`src/rtl/exc_frame_pusher.sv`:
```
module exc_frame_pusher #(
  parameter int AW = 32
) (
  input  logic          clk,
  input  logic          rst_n,
  input  logic          start,
  input  logic [31:0]   r0_in,
  input  logic [31:0]   r1_in,
  input  logic [31:0]   r2_in,
  input  logic [31:0]   r3_in,
  input  logic [31:0]   r12_in,
  input  logic [31:0]   lr_in,
  input  logic [31:0]   ret_addr_in,
  input  logic [31:0]   psr_in,
  input  logic [AW-1:0] msp_in,
  input  logic [AW-1:0] psp_in,
  input  logic          sp_sel,
  input  logic          thread_mode,
  input  logic [8:0]    exc_num,
  output logic          mem_req,
  output logic [AW-1:0] mem_addr,
  output logic [31:0]   mem_wdata,
  input  logic          mem_ack,
  input  logic          mem_err,
  output logic          done,
  output logic [AW-1:0] new_sp,
  output logic [31:0]   exc_token,
  output logic          stack_fault
);
  localparam int NWORDS = 8;
  localparam int IW = $clog2(NWORDS);
  localparam logic [AW-1:0] FRAME_BYTES = AW'(NWORDS * 4);

  logic          busy;
  logic [IW-1:0] idx;
  logic [AW-1:0] base_q;
  logic [31:0]   token_q;
  logic          err_acc;
  logic [31:0]   frame_q [NWORDS];

  logic [AW-1:0] sp_cur;
  logic          realign;
  logic [AW-1:0] base_nxt;
  logic          last_beat;

  assign sp_cur    = sp_sel ? psp_in : msp_in;
  assign realign   = sp_cur[2];
  assign base_nxt  = sp_cur - FRAME_BYTES - (realign ? AW'(4) : AW'(0));
  assign last_beat = busy && mem_ack && (idx == '0);

  assign mem_req   = busy;
  assign mem_addr  = base_q + AW'({idx, 2'b00});
  assign mem_wdata = frame_q[idx];

  always_ff @(posedge clk or negedge rst_n) begin
    if (!rst_n) begin
      busy        <= 1'b0;
      idx         <= '0;
      base_q      <= '0;
      token_q     <= '0;
      err_acc     <= 1'b0;
      done        <= 1'b0;
      stack_fault <= 1'b0;
      new_sp      <= '0;
      exc_token   <= '0;
      for (int i = 0; i < NWORDS; i++) frame_q[i] <= '0;
    end else begin
      done        <= 1'b0;
      stack_fault <= 1'b0;
      if (!busy && start) begin
        busy       <= 1'b1;
        idx        <= IW'(NWORDS - 1);
        base_q     <= base_nxt;
        err_acc    <= 1'b0;
        token_q    <= {8'hFF, 19'd0, 1'b1, thread_mode, sp_sel, 2'b00};
        frame_q[0] <= r0_in;
        frame_q[1] <= r1_in;
        frame_q[2] <= r2_in;
        frame_q[3] <= r3_in;
        frame_q[4] <= r12_in;
        frame_q[5] <= lr_in;
        frame_q[6] <= ret_addr_in;
        frame_q[7] <= {psr_in[31:10], realign, exc_num};
      end else if (busy && mem_ack) begin
        err_acc <= err_acc | mem_err;
        if (last_beat) begin
          busy        <= 1'b0;
          done        <= 1'b1;
          stack_fault <= err_acc | mem_err;
          new_sp      <= base_q;
          exc_token   <= token_q;
        end else begin
          idx <= idx - 1'b1;
        end
      end
    end
  end

  p_req_hold_r7: assert property (@(posedge clk) disable iff (!rst_n)
    (mem_req && !mem_ack) |=> (mem_req && $stable(mem_addr) && $stable(mem_wdata)));

  p_addr_step_r2: assert property (@(posedge clk) disable iff (!rst_n)
    (mem_req && mem_ack && $past(mem_req) && mem_req == $past(mem_req) && idx != IW'(NWORDS - 1))
    |-> (mem_addr[1:0] == 2'b00));

  p_done_pulse_r8: assert property (@(posedge clk) disable iff (!rst_n)
    done |=> !done);

  p_done_after_req_r8: assert property (@(posedge clk) disable iff (!rst_n)
    done |-> (!mem_req && $past(mem_req) && $past(mem_ack)));

  p_fault_with_done_r9: assert property (@(posedge clk) disable iff (!rst_n)
    stack_fault |-> done);

  p_token_shape_r6: assert property (@(posedge clk) disable iff (!rst_n)
    done |-> (exc_token[31:24] == 8'hFF && exc_token[4] && exc_token[23:5] == '0
              && exc_token[1:0] == 2'b00));

  p_sp_aligned_r3: assert property (@(posedge clk) disable iff (!rst_n)
    (done && $past(base_q[1:0]) == 2'b00) |-> (new_sp[2:0] == 3'b000));
endmodule

```
`config.mk`:
```
export PLATFORM = sky130hd
export DESIGN_NAME = exc_frame_pusher
export DESIGN_NICKNAME = d
export VERILOG_FILES = /design/src/rtl/exc_frame_pusher.sv
export SDC_FILE = /design/constraint.sdc
export NUM_CORES = 1
export LEC_CHECK = 0
export BUFFER_PORTS_ARGS = -buffer_cell sky130_fd_sc_hd__clkbuf_2
export CORE_MARGIN = 3
export CORE_UTILIZATION = 40
export CTS_CLUSTER_DIAMETER = 40
export DETAILED_ROUTE_END_ITERATION = 7
export PLACE_DENSITY = 0.61
export SYNTH_ARGS = -nofsm -noshare
export SYNTH_HDL_FRONTEND = slang
export SYNTH_SLANG_ARGS = --single-unit
```
`constraint.sdc`:
```
create_clock -name clk -period 3.14 [get_ports clk]
set_clock_uncertainty 0.1 [all_clocks]
set_input_delay 0.314 -clock clk [delete_from_list [all_inputs] [get_ports clk]]
set_output_delay 0.314 -clock clk [all_outputs]
set_load 0.05 [all_outputs]
```
==> metrics.yaml <==
status: "finished with violations"
violations: "negative setup slack"
drv_slew: 0
setup_ws_ps: -125.4
r2r_cells: 8
cp_top_family: "simple AND/OR/NAND/NOR gates"
finalNetCount: 2813
grt_pass1_vias: 16580
r2r-start: "idx[1]"
dp_hpwl_mm: 35.49
wl_per_cell_um: 18.17
worstPathMaxFanout: 4
place_inst: 2668
worstHoldStart: "msp_in[28]"
ys_seq_area_frac: 0.5077
syn_avg_cell_area_um2: 9.140
ir_worst_vdd_uv: 745.5
drc: 0
slew-limit-headroom: 0.5232
min_path_type: "in2reg"
path_class: "reg2out"
grt_antenna_before_repair: 7
cp_data_arrival_time_ps: 2850
reg2reg_setup_slack_ps: 630
fmax_mhz: 306.2
grt_start_max_net_pins: 111
place_congestion: 0.8768
grt_usage: 0.2531
cpPeakStageDelay_ps: 520
fillCellCount: 3283
power_density_nw_per_um2: 1074
synth_edf_count: 0
cts_made_buffers: 53
worstHoldPathCells: 4
critPathBufInv: 1
synth-main-ff-cell: "dfrtp_1"
start_util: 0.4078
drt_pass1_iterations: 5
worst_ep_required_time_ps: 2730
yosysMostFrequentCell: "nand2_1"
leakage_nw: 12.22
yosys-top-cells-count: "nand2_1, dfrtp_1, clkbuf_1, mux4_2, mux2_2"
synth-seq-cells: 331
drt-total-wl_mm: 55.29
synthCells: 1785
yosysWarningCount: 0
vias: 15440
r2r_end: "new_sp[11]"
ctsLongestPathBuffers: 3
cts.clk_slew.worst_paths_ps: 50
viasPerCell: 5.074
layout-drive-gt1-share: 0.2797
die_area_um2: 43250
fin_crit_sh: 1.040
synth_top_area_frac: 0.5077
critPathSlowestCell: "or4_4"
cts.htree.levels: 2
cp-start-kind: "flop"
cts.sinks: 331
worst_slew_pin_slew_ps: 715.2
insertion_delay_ps: 580
grt_pass1_wl_mm: 88.08
drv_cap: 0
min_to: "base_q[28]"
root_buffer: "clkbuf_16"
final_cells: 3043
yosys-top-cells-area: "dfrtp_1, nand2_1, mux4_2"
finalSetupViolations: 7
first_iter_violations: 1105
crit_chain: "ha_4 -> a21oi_4 -> or4_4 -> or4_4 -> nor2_4 -> xor2_2 -> buf_12"
async_reset_ff_frac: 1.000
grt-ovfl-total: 0
dieWidth_um: 208.0
placed_area_um2: 19150
die-height_um: 208.0
fin_area_um2: 23840
rsz0062_at_grt: "yes"
ant_nets: 0
row_count: 73
area_growth_pct: 46.11
netlist_area_um2: 16310
numPortBuffers: 434
cp_common_cell: "or4_4"
fin_tns_setup_ps: -505.3
fin_crit_ps: 3265
cts_tree: "built"
final_hold_viol_count: 0
cp-end-kind: "output pin"
core_area_um2: 40010
synth.distinct_cells: 55
pin_count: 467
yosysTopAreaCell: "dfrtp_1"
sequential cells by signal (all words and copies together) (netlist names):
| name | cells |
|---|---|
| base_q | 31 |
| done | 1 |
| err_acc | 1 |
| exc_token | 3 |
| frame_q | 256 |
| idx | 3 |
| mem_req | 1 |
| new_sp | 31 |
| stack_fault | 1 |
| token_q | 3 |
cell families after synthesis:
kind of cell,count (synthesis),share of synthesized area
buffers and inverters,146,0.04364
xor gates and xnor gates,44,0.02362
other,1,0.0002299
adders and majority gates,8,0.006595
and+or+nand+nor,1053,0.2594
AOI/OAI and AO/OA,75,0.02899
DFF,331,0.5077
muxes,127,0.1298
layout by cell type, fill, tap and decap left out, types with 5 or more instances in the layout:
| cell type | netlist | final |
|---|---|---|
| o21ai_0 | 31 | 31 |
| clkinv_4 | 0 | 7 |
| mux2i_1 | 26 | 26 |
| dlygate4sd3_1 | 0 | 266 |
| o221ai_1 | 5 | 5 |
| xnor2_1 | 25 | 23 |
| mux4_2 | 64 | 64 |
| nand2_1 | 926 | 926 |
| and3_1 | 7 | 7 |
| inv_6 | 0 | 6 |
| nor3b_1 | 11 | 11 |
| nand3_1 | 11 | 11 |
| ha_1 | 7 | 6 |
| nor4_1 | 10 | 9 |
| nand4_1 | 7 | 7 |
| a21oi_1 | 13 | 11 |
| clkbuf_2 | 1 | 419 |
| nor2_1 | 35 | 32 |
| buf_12 | 0 | 19 |
| diode_2 | 0 | 5 |
| dfrtp_1 | 331 | 327 |
| nor3_1 | 22 | 22 |
| clkinvlp_4 | 0 | 8 |
| bufinv_16 | 0 | 7 |
| clkbuf_16 | 0 | 54 |
| buf_4 | 33 | 30 |
| o22ai_1 | 6 | 6 |
| inv_1 | 8 | 8 |
| conb_1 | 1 | 23 |
| mux2_2 | 37 | 37 |
| clkinv_2 | 0 | 8 |
| xor2_1 | 19 | 16 |
metrics by stage:
step           hold WS, ps  setup slack, ps    util  power, mW
2_1_floorplan       -81.59           -44.99       -      15.89
3_3_place_gp         273.6            137.4  0.4788      18.79
3_5_place_dp         280.1            130.7  0.4788      19.01
4_1_cts              33.28           -156.3  0.5948      25.60
5_1_grt              92.13           -190.1  0.5958      27.04
6_report             66.35           -125.4  0.5958      25.59
power breakdown:
part	internal, mW	switching, mW
combinational	4.17	7.66
sequential	6.29	1.36
clock	3.84	2.27
routing by layer:
metal  wire, µm  part of all wire  vias to the layer above  track usage
met2      27720              0.50                      676       0.4348
met4       2226             0.040                        4       0.1193
met3       3736             0.068                      157      0.05142
met1      21590              0.39                     7464       0.3065
met5         21           0.00038                        -            0
li1           -                 -                     7140            -
worst max-delay path by stage:
stage	slack [ps]	end	depth (start not counted)	start
after global routing	-190	mem_addr[31]	7	idx[2]
after global placement	140	mem_addr[31]	7	idx[2]
after floorplan	-40	base_q[24]	12	sp_sel
final	-130	mem_addr[31]	7	idx[2]
after detailed placement	130	mem_addr[29]	7	idx[2]
after CTS	-160	mem_addr[29]	7	idx[2]
cell type report:
class	instances	area (µm²)	share of cell area
clock buffer	61	1408	0.05905
tap	525	656.9	0.02756
timing repair buffer	744	5459	0.2290
sequential	331	8293	0.3479
antenna	5	12.51	0.0005249
multi-input combinational	1330	7513	0.3152
inverter	9	33.78	0.001417
clock inverter	38	460.4	0.01932
worst reg2reg max path, cell delays in order (launching register included):
cell	delay, ps
dfrtp_4	440
buf_8	510
inv_1	160
ha_1	230
nand3b_1	350
clkinv_1	120
buf_4	290
nand2_1	150
nand2_1	60
what timing repair did:
item	4_1_cts	5_1_grt
pin swaps	8	1
resized for setup	20	9
buffers inserted	3	2
hold endpoints to repair	335	0
hold buffers	266	0
endpoints found under the setup margin	46	13
Power figures use the tool's default switching activity.
